**config.mk**
```make
export PLATFORM = sky130hd
export DESIGN_NAME = pingpong_line_master
export DESIGN_NICKNAME = d
export VERILOG_FILES = /design/src/rtl/ppl_pkg.sv /design/src/rtl/ppl_timebase.sv /design/src/rtl/ppl_lane.sv /design/src/rtl/pingpong_line_master.sv
export SDC_FILE = /design/constraint.sdc
export NUM_CORES = 1
export LEC_CHECK = 0
export ABC_CLOCK_PERIOD_IN_PS = 24100
export CAP_MARGIN = 25
export CORE_UTILIZATION = 50
export DETAILED_ROUTE_END_ITERATION = 6
export DONT_BUFFER_PORTS = 1
export HOLD_SLACK_MARGIN = 0.08
export PLACE_DENSITY = 0.76
export SYNTH_ARGS = -nofsm -noshare
export SYNTH_HDL_FRONTEND = slang
export SYNTH_SLANG_ARGS = --single-unit
```
**constraint.sdc**
```tcl
create_clock -name clk -period 24.1 [get_ports clk]
set_input_delay 2.41 -clock clk [delete_from_list [all_inputs] [get_ports clk]]
set_output_delay 2.41 -clock clk [all_outputs]
set_load 0.01 [all_outputs]
```
**src/rtl/ppl_pkg.sv**
```systemverilog
package ppl_pkg;
   // Level of the bit clock inside a bit slot.
   typedef enum logic {
      PH_HIGH = 1'b0,
      PH_LOW  = 1'b1
   } bit_phase_e;
endpackage

```
**src/rtl/ppl_timebase.sv**
```systemverilog
module ppl_timebase
   import ppl_pkg::*;
#(
   parameter int unsigned DIV_HALF   = 49,
   parameter int unsigned FRAME_BITS = 64
) (
   input  logic clk,
   input  logic rst_n,
   output logic line_clk,
   output logic in_down,
   output logic launch,
   output logic sample,
   output logic frame_end
);
   localparam int unsigned CW   = $clog2(DIV_HALF);
   localparam int unsigned SW   = $clog2(FRAME_BITS);
   localparam int unsigned HALF = FRAME_BITS / 2;

   generate
      if (DIV_HALF < 2) begin : g_bad_div
         $error("DIV_HALF must be at least 2");
      end
      if (FRAME_BITS < 4 || (FRAME_BITS % 2) != 0) begin : g_bad_frame
         $error("FRAME_BITS must be even and at least 4");
      end
   endgenerate

   logic [CW-1:0] cnt_q;
   bit_phase_e    ph_q;
   logic [SW-1:0] slot_q;
   logic          half_last;

   assign half_last = (cnt_q == CW'(DIV_HALF - 1));
   assign launch    = half_last && (ph_q == PH_LOW);
   assign sample    = half_last && (ph_q == PH_HIGH);
   assign frame_end = launch && (slot_q == SW'(FRAME_BITS - 1));
   assign in_down   = (slot_q < SW'(HALF));
   assign line_clk  = (ph_q == PH_HIGH);

   always_ff @(posedge clk) begin
      if (!rst_n) begin
         cnt_q  <= '0;
         ph_q   <= PH_HIGH;
         slot_q <= '0;
      end else begin
         cnt_q <= half_last ? '0 : cnt_q + 1'b1;
         if (half_last) begin
            ph_q <= (ph_q == PH_HIGH) ? PH_LOW : PH_HIGH;
         end
         if (launch) begin
            slot_q <= frame_end ? '0 : slot_q + 1'b1;
         end
      end
   end


   clk_toggle_chk: assert property (@(posedge clk) disable iff (!rst_n)
      $changed(line_clk) |-> (cnt_q == '0));
endmodule

```
**src/rtl/ppl_lane.sv**
```systemverilog
module ppl_lane #(
   parameter int unsigned HALF_BITS     = 32,
   parameter int unsigned RELEASE_LEVEL = 0
) (
   input  logic                 clk,
   input  logic                 rst_n,
   input  logic                 in_down,
   input  logic                 launch,
   input  logic                 sample,
   input  logic                 frame_end,
   input  logic [HALF_BITS-1:0] dn_word,
   input  logic                 line_in,
   output logic                 line_out,
   output logic                 line_oe,
   output logic [HALF_BITS-1:0] up_word
);
   logic [HALF_BITS-1:0] tx_sr;
   logic [HALF_BITS-1:0] rx_sr;

   // Downstream snapshot at frame start, then MSB-first shifting.
   always_ff @(posedge clk) begin
      if (!rst_n || frame_end) begin
         tx_sr <= dn_word;
      end else if (launch && in_down) begin
         tx_sr <= {tx_sr[HALF_BITS-2:0], 1'b0};
      end
   end

   // Upstream shifting on the falling bit-clock point, hand-off at frame end.
   always_ff @(posedge clk) begin
      if (!rst_n) begin
         rx_sr   <= '0;
         up_word <= '0;
      end else begin
         if (sample && !in_down) begin
            rx_sr <= {rx_sr[HALF_BITS-2:0], line_in};
         end
         if (frame_end) begin
            up_word <= rx_sr;
         end
      end
   end

   assign line_oe = in_down && rst_n;

   generate
      if (RELEASE_LEVEL != 0) begin : g_rel_high
         assign line_out = line_oe ? tx_sr[HALF_BITS-1] : 1'b1;
      end else begin : g_rel_low
         assign line_out = line_oe && tx_sr[HALF_BITS-1];
      end
   endgenerate


   snapshot_hold_chk: assert property (@(posedge clk) disable iff (!rst_n)
      (!$past(frame_end) && !$past(launch)) |-> $stable(tx_sr));
endmodule

```
**src/rtl/pingpong_line_master.sv**
```systemverilog
module pingpong_line_master #(
   parameter int unsigned PORTS         = 8,
   parameter int unsigned DIV_HALF      = 49,
   parameter int unsigned BYTE_W        = 8,
   parameter int unsigned BYTES_PER_DIR = 4,
   parameter int unsigned RELEASE_LEVEL = 0
) (
   input  logic                            clk,
   input  logic                            rst_n,
   input  logic [PORTS*BYTE_W*BYTES_PER_DIR-1:0] dn_bytes,
   input  logic [PORTS-1:0]                line_in,
   output logic                            line_clk,
   output logic                            frame_strobe,
   output logic [PORTS-1:0]                line_out,
   output logic [PORTS-1:0]                line_oe,
   output logic [PORTS*BYTE_W*BYTES_PER_DIR-1:0] up_bytes,
   output logic                            up_valid
);
   localparam int unsigned HALF_BITS  = BYTE_W * BYTES_PER_DIR;
   localparam int unsigned FRAME_BITS = 2 * HALF_BITS;

   generate
      if (PORTS < 1) begin : g_bad_ports
         $error("PORTS must be at least 1");
      end
      if (HALF_BITS < 2) begin : g_bad_half
         $error("BYTE_W * BYTES_PER_DIR must be at least 2");
      end
   endgenerate

   logic in_down, launch, sample, frame_end;

   ppl_timebase #(
      .DIV_HALF   (DIV_HALF),
      .FRAME_BITS (FRAME_BITS)
   ) u_tb (
      .clk       (clk),
      .rst_n     (rst_n),
      .line_clk  (line_clk),
      .in_down   (in_down),
      .launch    (launch),
      .sample    (sample),
      .frame_end (frame_end)
   );

   assign frame_strobe = in_down;

   generate
      for (genvar p = 0; p < PORTS; p++) begin : g_lane
         ppl_lane #(
            .HALF_BITS     (HALF_BITS),
            .RELEASE_LEVEL (RELEASE_LEVEL)
         ) u_lane (
            .clk       (clk),
            .rst_n     (rst_n),
            .in_down   (in_down),
            .launch    (launch),
            .sample    (sample),
            .frame_end (frame_end),
            .dn_word   (dn_bytes[p*HALF_BITS +: HALF_BITS]),
            .line_in   (line_in[p]),
            .line_out  (line_out[p]),
            .line_oe   (line_oe[p]),
            .up_word   (up_bytes[p*HALF_BITS +: HALF_BITS])
         );
      end
   endgenerate

   always_ff @(posedge clk) begin
      if (!rst_n) begin
         up_valid <= 1'b0;
      end else begin
         up_valid <= frame_end;
      end
   end


   strobe_edge_chk: assert property (@(posedge clk) disable iff (!rst_n)
      $changed(frame_strobe) |-> $rose(line_clk));


   valid_pulse_chk: assert property (@(posedge clk) disable iff (!rst_n)
      up_valid |=> !up_valid);


   valid_at_frame_chk: assert property (@(posedge clk) disable iff (!rst_n)
      up_valid |-> (frame_strobe && line_clk));


   up_hold_chk: assert property (@(posedge clk) disable iff (!rst_n)
      $changed(up_bytes) |-> up_valid);
endmodule

```
==> PnR_summary.wiki <==
{| class="wikitable"
! Metric !! Value
|-
| Number of inserted filler cells in the final layout || 4666
|-
| Number of global-route vias before repair || 16500
|-
| Number of enable flip-flop cells after synthesis || 256
|-
| Critical hold path startpoint || g_lane[1].u_lane.rx_sr[31]$_SDFFE_PN0P_
|-
| Routed vias || 16500
|-
| Yosys warnings || 0
|-
| Transition time of the tightest slew-check pin || 1.98 ns
|-
| Remaining max-slew budget at the tightest pin || -31.9%
|-
| Clk slew on worst S/H paths || 0.06 ns
|-
| Overall die height || 245 um
|-
| Worst path buffer plus inverter count || 0
|-
| Detail-routed net length per standard cell || 19.4 um
|-
| Chip Width || 245 um
|-
| Global route total overflow || 0
|-
| Number of clock sinks || 782
|-
| Number of antenna violations at the first check in global routing || 39
|-
| CTS Hold Bufs || 0
|-
| CP Data Required Time || 21.69 ns
|-
| Crit share post-route || 27.2%
|-
| Share of final-layout standard cells stronger than drive strength 1 || 6.03%
|-
| Quantity of I/O buffers inserted on ports || 0
|-
| Combinational cell fraction of total power || 2.0%
|-
| Final worst clock skew || 0.0168 ns
|-
| Total chip power || 2.67 mW
|-
| Number of placed instances with taps included || 2923
|-
| Floorplan die area || 60200 sq um
|-
| Synth area leader || sky130_fd_sc_hd__dfxtp_1
|-
| Post-CTS Setup Inserts || 0
|-
| Sequential cell area || 18200 sq um
|-
| Number of cell rows || 88
|-
| Clock tree root driver cell || sky130_fd_sc_hd__clkbuf_16
|-
| Sequential cell fraction of total power || 52.8%
|-
| Synthesized cell area || 29600 sq um
|-
| Max-slew violation count || 274
|-
| Status || finished, violations left
|-
| Worst reg2reg setup slack || 20.23 ns
|-
| Largest net degree at the start of global routing || 537
|-
| Peak per-stage delay on the critical path || 0.80 ns
|-
| CP Capture Type || output port
|-
| # Max-Cap Violations || 0
|-
| Detailed Route WL || 60.0 mm
|-
| Accumulated negative setup slack || 0 ns
|-
| Share of power burned in the clock network || 45.2%
|-
| CP max-delay cell || sky130_fd_sc_hd__and3_1
|-
| Period minus WS final || 6.55 ns
|-
| Most frequent cells after synthesis || sky130_fd_sc_hd__dfxtp_1, sky130_fd_sc_hd__nand2_1, sky130_fd_sc_hd__mux2i_1, sky130_fd_sc_hd__edfxtp_1, sky130_fd_sc_hd__mux2_1
|-
| Initial DRT Pass Iterations || 5
|-
| Final setup violating endpoints || 0
|-
| Via/cell ratio || 5.34
|-
| Count of antenna-violating nets left after detailed routing || 0
|-
| Setup repair after global routing missed its margin || no
|-
| Clock tree from TritonCTS || built
|-
| Post-Synthesis Net Count || 2577
|-
| Hold depth || 2
|-
| Power Internal || 2.12 mW
|-
| Clock insertion delay at the later pin of the skew report || 0.62 ns
|-
| Cell with the most instances after synthesis || sky130_fd_sc_hd__dfxtp_1
|-
| Placer congestion estimate || 0.825
|-
| Endpoint arrival time on the critical path || 4.14 ns
|-
| Sw power || 0.554 mW
|-
| Post-cts resize count || 0
|-
| FMAX || 153 MHz
|-
| Starting density of the core || 50.9%
|-
| Number of CTS-inserted buffers || 79
|-
| DRC marker count from the first detailed-route iteration || 871
|-
| Synthesis-to-layout area growth || 9.57%
|-
| Multi-input combinational cell area || 10400 sq um
|-
| Final Hold Viols || 0
|-
| H-Tree Level Count || 3
|-
| Global-route wire length before repair || 90.6 mm
|-
| Highest fanout seen on the critical path || 536
|-
| Mean post-synth cell area || 12.8 sq um
|-
| Layout Nets || 2510
|-
| Ratio of total power to cell area || 82.3 nW/um^2
|-
| Fraction of the core area covered by cells at the end of the flow || 55.8%
|-
| Residual DRC count || 0
|-
| Launching point of the worst reg2reg path || u_tb.slot_q[0]$_SDFFE_PN0P_
|-
| Critical path start-end classification || in2out
|-
| Most used flip-flop cell after synthesis || sky130_fd_sc_hd__dfxtp_1
|-
| Kind of path behind the tightest hold check || reg2reg
|-
| Share of flip-flops with an asynchronous set or reset after synthesis || 0%
|-
| Bufs on Longest Clock Path || 3
|-
| Area of the core || 58100 sq um
|-
| Reported leakage power || 12.6 nW
|-
| Fraction of synthesized cell area taken by the top area cell type || 35.6%
|-
| R2R Path End || g_lane[4].u_lane.up_word[19]$_SDFFE_PN0P_
|-
| Number of cells in the finished layout apart from fillers || 3093
|-
| Failing checks || slew limit
|-
| Worst ir drop on vdd || 79.9 uV
|-
| Kind of start point of the critical path || primary input
|-
| Number of standard cells after synthesis || 2308
|-
| Hold Crit Endpoint || g_lane[1].u_lane.up_word[31]$_SDFFE_PN0P_
|-
| Cell-by-cell trace of the critical path || and3_1
|-
| Sw frac || 20.7%
|-
| Cell variety after synth || 36
|-
| Reg2Reg Depth || 6
|-
| Category of cells accounting for the largest share of critical-path delay || simple AND/OR/NAND/NOR gates
|-
| Register bit total from synthesis || 782
|-
| Hold Worst Slack || 0.470 ns
|-
| Total track usage || 19.2%
|-
| Top cells by area, synth || sky130_fd_sc_hd__dfxtp_1, sky130_fd_sc_hd__edfxtp_1, sky130_fd_sc_hd__mux2i_1
|-
| I/O pin count || 541
|-
| Post-synthesis sequential area ratio || 61.5%
|-
| Post-detailed-placement half-perimeter wirelength || 39.2 mm
|}
-- power groups by stage --
stage | registers (mW) | clock network (mW) | logic [mW]
after floorplan | 1.45 | 0 | 0.0596
after global placement | 1.44 | 0 | 0.0504
after detailed placement | 1.44 | 0 | 0.0540
after CTS | 1.41 | 1.23 | 0.0542
after global routing | 1.41 | 1.28 | 0.0594
final | 1.41 | 1.21 | 0.0541
-- cell type report --
class                   instances  area share [%]
diodes                         24           0.185
clock buffers                 115            6.82
clock inverters                29            1.17
inverters                       9           0.104
multi-input cells            1355            32.1
flip-flops and latches        782            56.1
well taps                     765            2.95
repair buffers                 14           0.563
-- how the worst max path moves through the flow --
stage / start / end / slack (ns) / cells after the start
2_1_floorplan: u_tb.cnt_q[0]$_SDFF_PP0_ / g_lane[0].u_lane.tx_sr[0]$_SDFFCE_PN0P_ / 4.00 / 5
3_3_place_gp: rst_n / line_oe[5] / 18.58 / 3
3_5_place_dp: rst_n / line_oe[5] / 18.67 / 3
4_1_cts: rst_n / line_oe[5] / 18.67 / 3
5_1_grt: rst_n / line_out[3] / 18.36 / 1
6_report: rst_n / line_out[7] / 17.55 / 1
-- cell families after synthesis --
family	share of synthesized area, %
flops	61.5
mux	26.7
simple gates	7.60
buf+inv	3.47
compound gates	0.469
xor+xnor	0.0887
fa+ha+maj	0.127
-- state kept, by name, indices dropped and copies added, names as in the netlist --
signal / flops
u_tb.ph_q: 1
u_tb.cnt_q: 6
u_tb.slot_q: 6
up_valid: 1
g_lane.u_lane.tx_sr: 256
g_lane.u_lane.rx_sr: 256
g_lane.u_lane.up_word: 256
-- layout by cell type, fill, tap and decap left out, drive strengths merged --
master	instances
a2111oi	1
a21oi	6
a32oi	1
and2	8
and3	8
buf	14
bufinv	4
clkbuf	115
clkinv	19
clkinvlp	4
dfxtp	526
diode	24
edfxtp	256
ha	3
inv	11
mux2	248
mux2i	512
nand2	525
nand2b	2
nand3	2
nand3b	2
nand4	1
nand4b	2
nor2	8
nor4	1
o211ai	1
o21a	1
o21ai	6
o31ai	4
o41ai	1
or3	4
or4	5
xnor2	1
xor2	2
-- routing by layer --
layer / vias to the layer above / GRT usage, % / routed length [um]
met5: - / 0 / 172
met4: 28 / 7.40 / 1920
met3: 136 / 7.88 / 5630
met2: 477 / 33.3 / 29700
met1: 7930 / 20.6 / 22600
li1: 7944 / - / -
-- metrics by stage --
step           cell area (sq um)  setup slack (ns)
6_report                   32400             17.55
5_1_grt                    32400             18.36
4_1_cts                    32300             18.67
3_5_place_dp               29700             18.67
3_3_place_gp               29700             18.58
2_1_floorplan              29600              4.00
No activity file was read; power rests on OpenSTA's default activity.
